**src/rtl/swr_pkg.sv**
```systemverilog
package swr_pkg;
  typedef enum logic [1:0] {
    ST_IDLE = 2'd0,
    ST_RUN  = 2'd1,
    ST_FIN  = 2'd2
  } swr_state_e;
endpackage

```
**src/rtl/swr_ctrl.sv**
```systemverilog
module swr_ctrl
  import swr_pkg::*;
#(
  parameter int CNT_W = 16,
  localparam int AKW  = CNT_W + 1
) (
  input  logic             clk,
  input  logic             rst_n,
  input  logic             start,
  input  logic [CNT_W-1:0] count_in,
  input  logic [AKW-1:0]   ack_next,
  output logic             load,
  output logic             run,
  output logic             busy,
  output logic             done,
  output logic [CNT_W-1:0] cnt_q
);
  swr_state_e state_q, state_d;
  logic       reached;

  assign load    = start && (state_q == ST_IDLE);
  assign reached = (ack_next >= {1'b0, cnt_q});

  always_comb begin
    state_d = state_q;
    unique case (state_q)
      ST_IDLE: if (load) state_d = (count_in == '0) ? ST_FIN : ST_RUN;
      ST_RUN:  if (reached) state_d = ST_FIN;
      ST_FIN:  state_d = ST_IDLE;
      default: state_d = ST_IDLE;
    endcase
  end

  always_ff @(posedge clk or negedge rst_n) begin
    if (!rst_n) state_q <= ST_IDLE;
    else        state_q <= state_d;
  end

  always_ff @(posedge clk or negedge rst_n) begin
    if (!rst_n)    cnt_q <= '0;
    else if (load) cnt_q <= count_in;
  end

  assign run  = (state_q == ST_RUN);
  assign busy = (state_q != ST_IDLE);
  assign done = (state_q == ST_FIN);


  done_single_chk: assert property (@(posedge clk) disable iff (!rst_n)
    done |=> !done);


  zero_len_chk: assert property (@(posedge clk) disable iff (!rst_n)
    (load && count_in == '0) |=> done);


  done_after_ack_chk: assert property (@(posedge clk) disable iff (!rst_n)
    (run && reached) |=> done);


  start_ignored_chk: assert property (@(posedge clk) disable iff (!rst_n)
    (start && busy) |=> $stable(cnt_q));
endmodule

```
**src/rtl/swr_issue.sv**
```systemverilog
module swr_issue #(
  parameter int ADDR_W = 32,
  parameter int DATA_W = 32,
  parameter int CNT_W  = 16
) (
  input  logic              clk,
  input  logic              rst_n,
  input  logic              load,
  input  logic              run,
  input  logic [ADDR_W-1:0] base_in,
  input  logic [ADDR_W-1:0] stride_in,
  input  logic [CNT_W-1:0]  cnt_q,
  input  logic              in_valid,
  input  logic [DATA_W-1:0] in_data,
  input  logic              wa_full,
  input  logic              wd_full,
  output logic              in_ready,
  output logic              wa_push,
  output logic [ADDR_W-1:0] wa_addr,
  output logic              wd_push,
  output logic [DATA_W-1:0] wd_data
);
  logic [ADDR_W-1:0] addr_q, addr_d, stride_q;
  logic [CNT_W-1:0]  req_q, req_d;
  logic              fire, addr_en, req_en;

  assign fire = run && (req_q < cnt_q) && in_valid && !wa_full && !wd_full;

  assign addr_en = load || fire;
  assign req_en  = load || fire;

  always_comb begin
    addr_d = load ? base_in : (addr_q + stride_q);
    req_d  = load ? '0 : (req_q + 1'b1);
  end

  always_ff @(posedge clk or negedge rst_n) begin
    if (!rst_n)       addr_q <= '0;
    else if (addr_en) addr_q <= addr_d;
  end

  always_ff @(posedge clk or negedge rst_n) begin
    if (!rst_n)    stride_q <= '0;
    else if (load) stride_q <= stride_in;
  end

  always_ff @(posedge clk or negedge rst_n) begin
    if (!rst_n)      req_q <= '0;
    else if (req_en) req_q <= req_d;
  end

  assign in_ready = fire;
  assign wa_push  = fire;
  assign wd_push  = fire;
  assign wa_addr  = addr_q;
  assign wd_data  = in_data;


  first_addr_chk: assert property (@(posedge clk) disable iff (!rst_n)
    load |=> (wa_addr == $past(base_in)));


  addr_step_chk: assert property (@(posedge clk) disable iff (!rst_n)
    (wa_push && !load) |=> (wa_addr == $past(wa_addr) + stride_q));


  issue_gate_chk: assert property (@(posedge clk) disable iff (!rst_n)
    wa_push |-> (in_valid && !wa_full && !wd_full && run));


  req_bound_chk: assert property (@(posedge clk) disable iff (!rst_n)
    (run && !load) |-> (req_q <= cnt_q));
endmodule

```
**src/rtl/swr_ack.sv**
```systemverilog
module swr_ack #(
  parameter int CNT_W = 16,
  parameter int RSP_W = 8,
  localparam int AKW  = CNT_W + 1
) (
  input  logic             clk,
  input  logic             rst_n,
  input  logic             load,
  input  logic             run,
  input  logic             rsp_empty,
  input  logic [RSP_W-1:0] rsp_val,
  output logic             rsp_pop,
  output logic [AKW-1:0]   ack_next
);
  logic [AKW-1:0] ack_q, ack_d, step;
  logic           ack_en;

  assign rsp_pop = run && !rsp_empty;
  assign step    = {{(AKW-RSP_W){1'b0}}, rsp_val} + 1'b1;

  always_comb begin
    ack_next = rsp_pop ? (ack_q + step) : ack_q;
    ack_d    = load ? '0 : ack_next;
  end

  assign ack_en = load || rsp_pop;

  always_ff @(posedge clk or negedge rst_n) begin
    if (!rst_n)      ack_q <= '0;
    else if (ack_en) ack_q <= ack_d;
  end


  drain_chk: assert property (@(posedge clk) disable iff (!rst_n)
    (run && !rsp_empty) |-> rsp_pop);


  ack_step_chk: assert property (@(posedge clk) disable iff (!rst_n)
    (rsp_pop && !load) |=> (ack_q == $past(ack_q) + {{(AKW-RSP_W){1'b0}}, $past(rsp_val)} + 1'b1));


  ack_clear_chk: assert property (@(posedge clk) disable iff (!rst_n)
    load |=> (ack_q == '0));
endmodule

```
**src/rtl/strided_wr_engine.sv**
```systemverilog
module strided_wr_engine #(
  parameter int ADDR_W = 32,
  parameter int DATA_W = 32,
  parameter int CNT_W  = 16,
  parameter int RSP_W  = 8
) (
  input  logic              clk,
  input  logic              rst_n,
  input  logic              start,
  input  logic [ADDR_W-1:0] base_in,
  input  logic [CNT_W-1:0]  count_in,
  input  logic [ADDR_W-1:0] stride_in,
  output logic              busy,
  output logic              done,
  input  logic              in_valid,
  input  logic [DATA_W-1:0] in_data,
  output logic              in_ready,
  input  logic              wa_full,
  output logic              wa_push,
  output logic [ADDR_W-1:0] wa_addr,
  input  logic              wd_full,
  output logic              wd_push,
  output logic [DATA_W-1:0] wd_data,
  input  logic              rsp_empty,
  input  logic [RSP_W-1:0]  rsp_val,
  output logic              rsp_pop
);
  localparam int AKW = CNT_W + 1;

  logic             load, run;
  logic [CNT_W-1:0] cnt_q;
  logic [AKW-1:0]   ack_next;

  swr_ctrl #(.CNT_W(CNT_W)) u_ctrl (
    .clk(clk), .rst_n(rst_n), .start(start), .count_in(count_in),
    .ack_next(ack_next), .load(load), .run(run), .busy(busy),
    .done(done), .cnt_q(cnt_q)
  );

  swr_issue #(.ADDR_W(ADDR_W), .DATA_W(DATA_W), .CNT_W(CNT_W)) u_issue (
    .clk(clk), .rst_n(rst_n), .load(load), .run(run),
    .base_in(base_in), .stride_in(stride_in), .cnt_q(cnt_q),
    .in_valid(in_valid), .in_data(in_data), .wa_full(wa_full),
    .wd_full(wd_full), .in_ready(in_ready), .wa_push(wa_push),
    .wa_addr(wa_addr), .wd_push(wd_push), .wd_data(wd_data)
  );

  swr_ack #(.CNT_W(CNT_W), .RSP_W(RSP_W)) u_ack (
    .clk(clk), .rst_n(rst_n), .load(load), .run(run),
    .rsp_empty(rsp_empty), .rsp_val(rsp_val), .rsp_pop(rsp_pop),
    .ack_next(ack_next)
  );


  push_pair_chk: assert property (@(posedge clk) disable iff (!rst_n)
    (wa_push == wd_push) && (wa_push == in_ready));
endmodule

```
**config.mk**
```make
export PLATFORM = sky130hd
export DESIGN_NAME = strided_wr_engine
export DESIGN_NICKNAME = d
export VERILOG_FILES = /design/src/rtl/swr_pkg.sv /design/src/rtl/swr_ctrl.sv /design/src/rtl/swr_issue.sv /design/src/rtl/swr_ack.sv /design/src/rtl/strided_wr_engine.sv
export SDC_FILE = /design/constraint.sdc
export NUM_CORES = 1
export LEC_CHECK = 0
export BUFFER_PORTS_ARGS = -buffer_cell sky130_fd_sc_hd__buf_2
export CAP_MARGIN = 20
export CORE_MARGIN = 8
export CORE_UTILIZATION = 30
export CTS_CLUSTER_DIAMETER = 60
export DETAILED_ROUTE_END_ITERATION = 16
export HOLD_SLACK_MARGIN = 0.06
export PLACE_DENSITY = 0.6
export RECOVER_POWER = 25
export SLEW_MARGIN = 40
export SYNTH_ARGS = -nofsm -noshare
export SYNTH_HDL_FRONTEND = slang
export SYNTH_SLANG_ARGS = --single-unit
```
**constraint.sdc**
```tcl
create_clock -name clk -period 6.4 [get_ports clk]
set_input_delay 0.96 -clock clk [delete_from_list [all_inputs] [get_ports clk]]
set_output_delay 0.96 -clock clk [all_outputs]
set_load 0.03 [all_outputs]
```
==> summary.txt <==
CTS
  • CTS root buf: clkbuf_16
  • Clock buffer count from CTS: 17
  • Setup bufs post-CTS: 0
  • Clock sink count: roughly 120
  • Clock tree buffer depth: 2
  • TritonCTS clock tree: built
  • Clock latency on the worst-skew pair: approximately 0.4 ns
  • Post-cts repair resize count: 0
  • H-tree levels: 4
  • CTS Hold Bufs: 0
  • CTS clk-pin slew, worst paths: approximately 0.060 ns

Critical path
  • Worst Setup Path Type: in -> reg
  • FF-to-FF End: u_ctrl.state_q[1]$_DFFE_PN0P_
  • Peak fanout along the critical path: 4
  • Slowest cell on crit path: ha_1
  • Arr. time, crit path: about 4.6 ns
  • Worst R2R Path Depth: 21
  • Worst Path Required: 6.68 ns
  • Worst r2r src: u_ack.ack_q[0]$_DFFE_PN0P_
  • Worst path bufs/invs: 1
  • Startpoint types: input port
  • Crit path max-delay family: compound AO/OA/AOI/OAI gates
  • CP peak stage delay: 0.32 ns
  • Critical Path Sink Type: flop
  • CP Cell Sequence: buf_2, ha_1, xor2_1, ha_1, nor2b_1, o21ai_1, a21boi_1, o21a_1, o21a_1, o21ai_1, a21boi_1, o211ai_1, xnor2_1, ha_1, a21oi_1, nor2b_1, o21ai_0, nand2b_1, a21oi_1, nor2b_1, o31ai_1, a311oi_1
  • R2r setup slk: ~2.6 ns

Power
  • Sw Share: a little over a third
  • Leakage: 4.63 nW
  • Power Dens Cells: between 300 and 400 nW/µm²
  • Clk pwr share: between 30% and 40%
  • Combinational power share: between 30% and 40%
  • Tot Pwr: about 2.9 mW
  • Internal power: ~1.8 mW
  • Switching power: roughly 1.1 mW
  • VDD IR-drop max: 0.142 mV
  • Flop pwr share: between 30 and 40%

Synth
  • Number of synthesized flops with an enable pin: 0
  • Most common library cells after synthesis: 176 x nand2_1, 115 x dfrtp_1, 75 x ha_1, 60 x nor2_1, 55 x a21oi_1
  • Syn Inst Count: between 900 and 1000
  • Cell taking the most area after synthesis: dfrtp_1
  • Synth Warn #: 0
  • Seq cells post-synth: about 120
  • Area share of the largest cell type after synthesis: between 30% and 40%
  • Sequential fraction of the synthesis area: between 30% and 40%
  • Synth area leaders: dfrtp_1 37%, ha_1 12%, nand2_1 8.5%
  • Syn avg cell area: 8.51 µm²
  • Netlist cell types: 62
  • Syn nets: 1120
  • Mapped Area: around 7800 µm²
  • Synth Flop Type: dfrtp_1
  • Count leader, synth: nand2_1
  • Share of flip-flops with an asynchronous set or reset: 100%

Drt
  • DR WL/cell: ~16 µm
  • DRT iter0 DRCs: 294
  • Initial DRT Pass Iterations: 4
  • Routed via count: between 6000 and 7000
  • Post-DR vias/cell: 4.89
  • WL final: 21400 µm
  • # DRC: 0
  • Number of routed nets with antenna violations: 0

Global route
  • Initial antenna violation count: 0
  • GRT Residual Overflow: 0
  • Vias in the first global route: 6852
  • Total GRT Usage: approximately 14%
  • Largest net degree at the start of global routing: about 80
  • First-pass GRT wire length: approximately 35000 µm

Floorplan
  • Cell Rows: 59
  • Die footprint: between 30000 and 40000 µm²
  • Initial Util: 30.3%
  • Die Ht: 177 µm
  • Std-Cell Core Area: 25800 µm²
  • Die width: 177 µm
  • Ports: 197

Cells and area
  • Post-Route Utilization: between 30 and 40%
  • Fill cells: approximately 2700
  • Synth-to-Final Area Change: 17.1%
  • N_diodes: 0
  • Share of layout cells above drive strength 1: approximately 17%
  • Nets: around 1200

Timing
  • Min cycle time layout: about 4.3 ns
  • Clock Skew: 0.00930 ns
  • Setup_tns: 0 ns
  • Final Hold Viols: 0
  • Final period util: roughly two thirds
  • Final setup violating endpoints: 0
  • Fin worst setup slack: ~2.1 ns
  • RSZ-0062 raised after global routing: no
  • Slew HR: -133%
  • Max-slew violations: 64
  • Worst slew pin tran: 3.49 ns
  • Max Freq: approximately 0.23 GHz

Hold path
  • Min-delay worst type: reg -> reg
  • Worst Hold End: u_issue.stride_q[27]$_DFFE_PN0P_
  • Hold path cells: 2
  • Hold_sp: u_issue.stride_q[27]$_DFFE_PN0P_

Placement
  • Place WS: between 1.5 and 2 ns
  • RePlAce Congestion: roughly 0.86
  • Port bufs: around 130
  • Hpwl dp: 15900 µm

Outcome
  • Status: complete, but fails checks
  • Failing checks: capacitance limit, slew limit

Run
  • Maxcap violations: 1
==> power by group through the flow <==
| stage | registers, mW | logic [mW] | clock network [mW] |
|---|---|---|---|
| after floorplan | 1.04 | 0.650 | 0 |
| after global placement | 0.957 | 0.964 | 0 |
| after detailed placement | 0.959 | 0.980 | 0 |
| after CTS | 0.948 | 0.987 | 0.979 |
| after global routing | 0.964 | 1.10 | 1.01 |
| final | 0.949 | 0.981 | 0.955 |
==> registers in the layout (all words and copies together) (netlist names) <==
| register | count |
|---|---|
| u_issue.stride_q | 32 |
| u_issue.req_q | 16 |
| u_issue.wa_addr | 32 |
| u_ack.ack_q | 17 |
| u_ctrl.cnt_q | 16 |
| u_ctrl.state_q | 2 |
==> stage by stage <==
stage	instances	area (µm²)	hold slack [ns]
global route	1354	9130	0.495
detailed placement	1322	8540	0.468
floorplan	916	7790	0.431
global placement	1322	8540	0.463
finish	1354	9130	0.480
CTS	1354	9130	0.483
==> layout make-up <==
| type | count | area (µm²) | area share (%) |
|---|---|---|---|
| clock inverter | 12 | 131 | 1.44 |
| sequential | 115 | 2880 | 31.5 |
| timing repair buffer | 136 | 693 | 7.60 |
| clock buffer | 20 | 457 | 5.00 |
| inverter | 42 | 158 | 1.73 |
| tap | 335 | 419 | 4.59 |
| multi-input combinational | 694 | 4390 | 48.1 |
==> kinds of logic (layout without fill, tap and decap cells) <==
group / Yosys count / count (layout) / share of synthesized area (%)
AO/OA/AOI/OAI: 223 / 223 / 18.0
XOR/XNOR: 54 / 54 / 6.07
AND/OR/NAND/NOR: 338 / 338 / 19.4
multiplexers: 2 / 2 / 0.257
adder cells (fa/ha/maj): 77 / 77 / 12.6
flip-flops: 115 / 115 / 36.9
buffers and inverters: 107 / 210 / 6.82
==> tightest hold or removal path, cell delays in order, from the launching register on <==
cell and delay, ns:
dfrtp_1 0.34, nand2_1 0.05, nand2_1 0.06
==> worst max-delay path by stage <==
stage | end | cells after the start | slack, ns | startpoint
final | u_ctrl.state_q[1]$_DFFE_PN0P_ | 22 | 2.09 | rsp_val[0]
after global routing | u_ctrl.state_q[0]$_DFFE_PN0P_ | 23 | 1.69 | rsp_val[0]
after CTS | u_ctrl.state_q[0]$_DFFE_PN0P_ | 23 | 2.11 | rsp_val[0]
after detailed placement | u_ctrl.state_q[1]$_DFFE_PN0P_ | 22 | 1.71 | rsp_val[0]
after global placement | u_ctrl.state_q[0]$_DFFE_PN0P_ | 23 | 1.75 | rsp_val[0]
after floorplan | u_ctrl.state_q[1]$_DFFE_PN0P_ | 21 | 2.16 | rsp_val[0]
==> cells in the final DEF (no fill, tap or decap), drive strengths merged, types with 6 or more instances in the layout <==
cell type,n
inv,43
nand4,13
ha,75
and3,12
a21oi,56
o21a,14
nor2,60
a31oi,10
nand3,19
a211oi,6
nand2b,6
dfrtp,115
buf,135
nor3,11
xor2,26
nand2,176
a21o,21
o21ai,60
clkbuf,21
o22ai,18
o21bai,7
and2,12
nor2b,11
xnor2,28
==> metal layers <==
metal / share of wire [%] / wire length (µm) / GRT usage, %
met5: 0 / 0 / 0
met4: 1.2 / 249 / 3.54
met3: 6.4 / 1380 / 4.35
met2: 43 / 9310 / 21.7
met1: 49 / 10500 / 18.4
No activity file was read; power rests on OpenSTA's default activity.
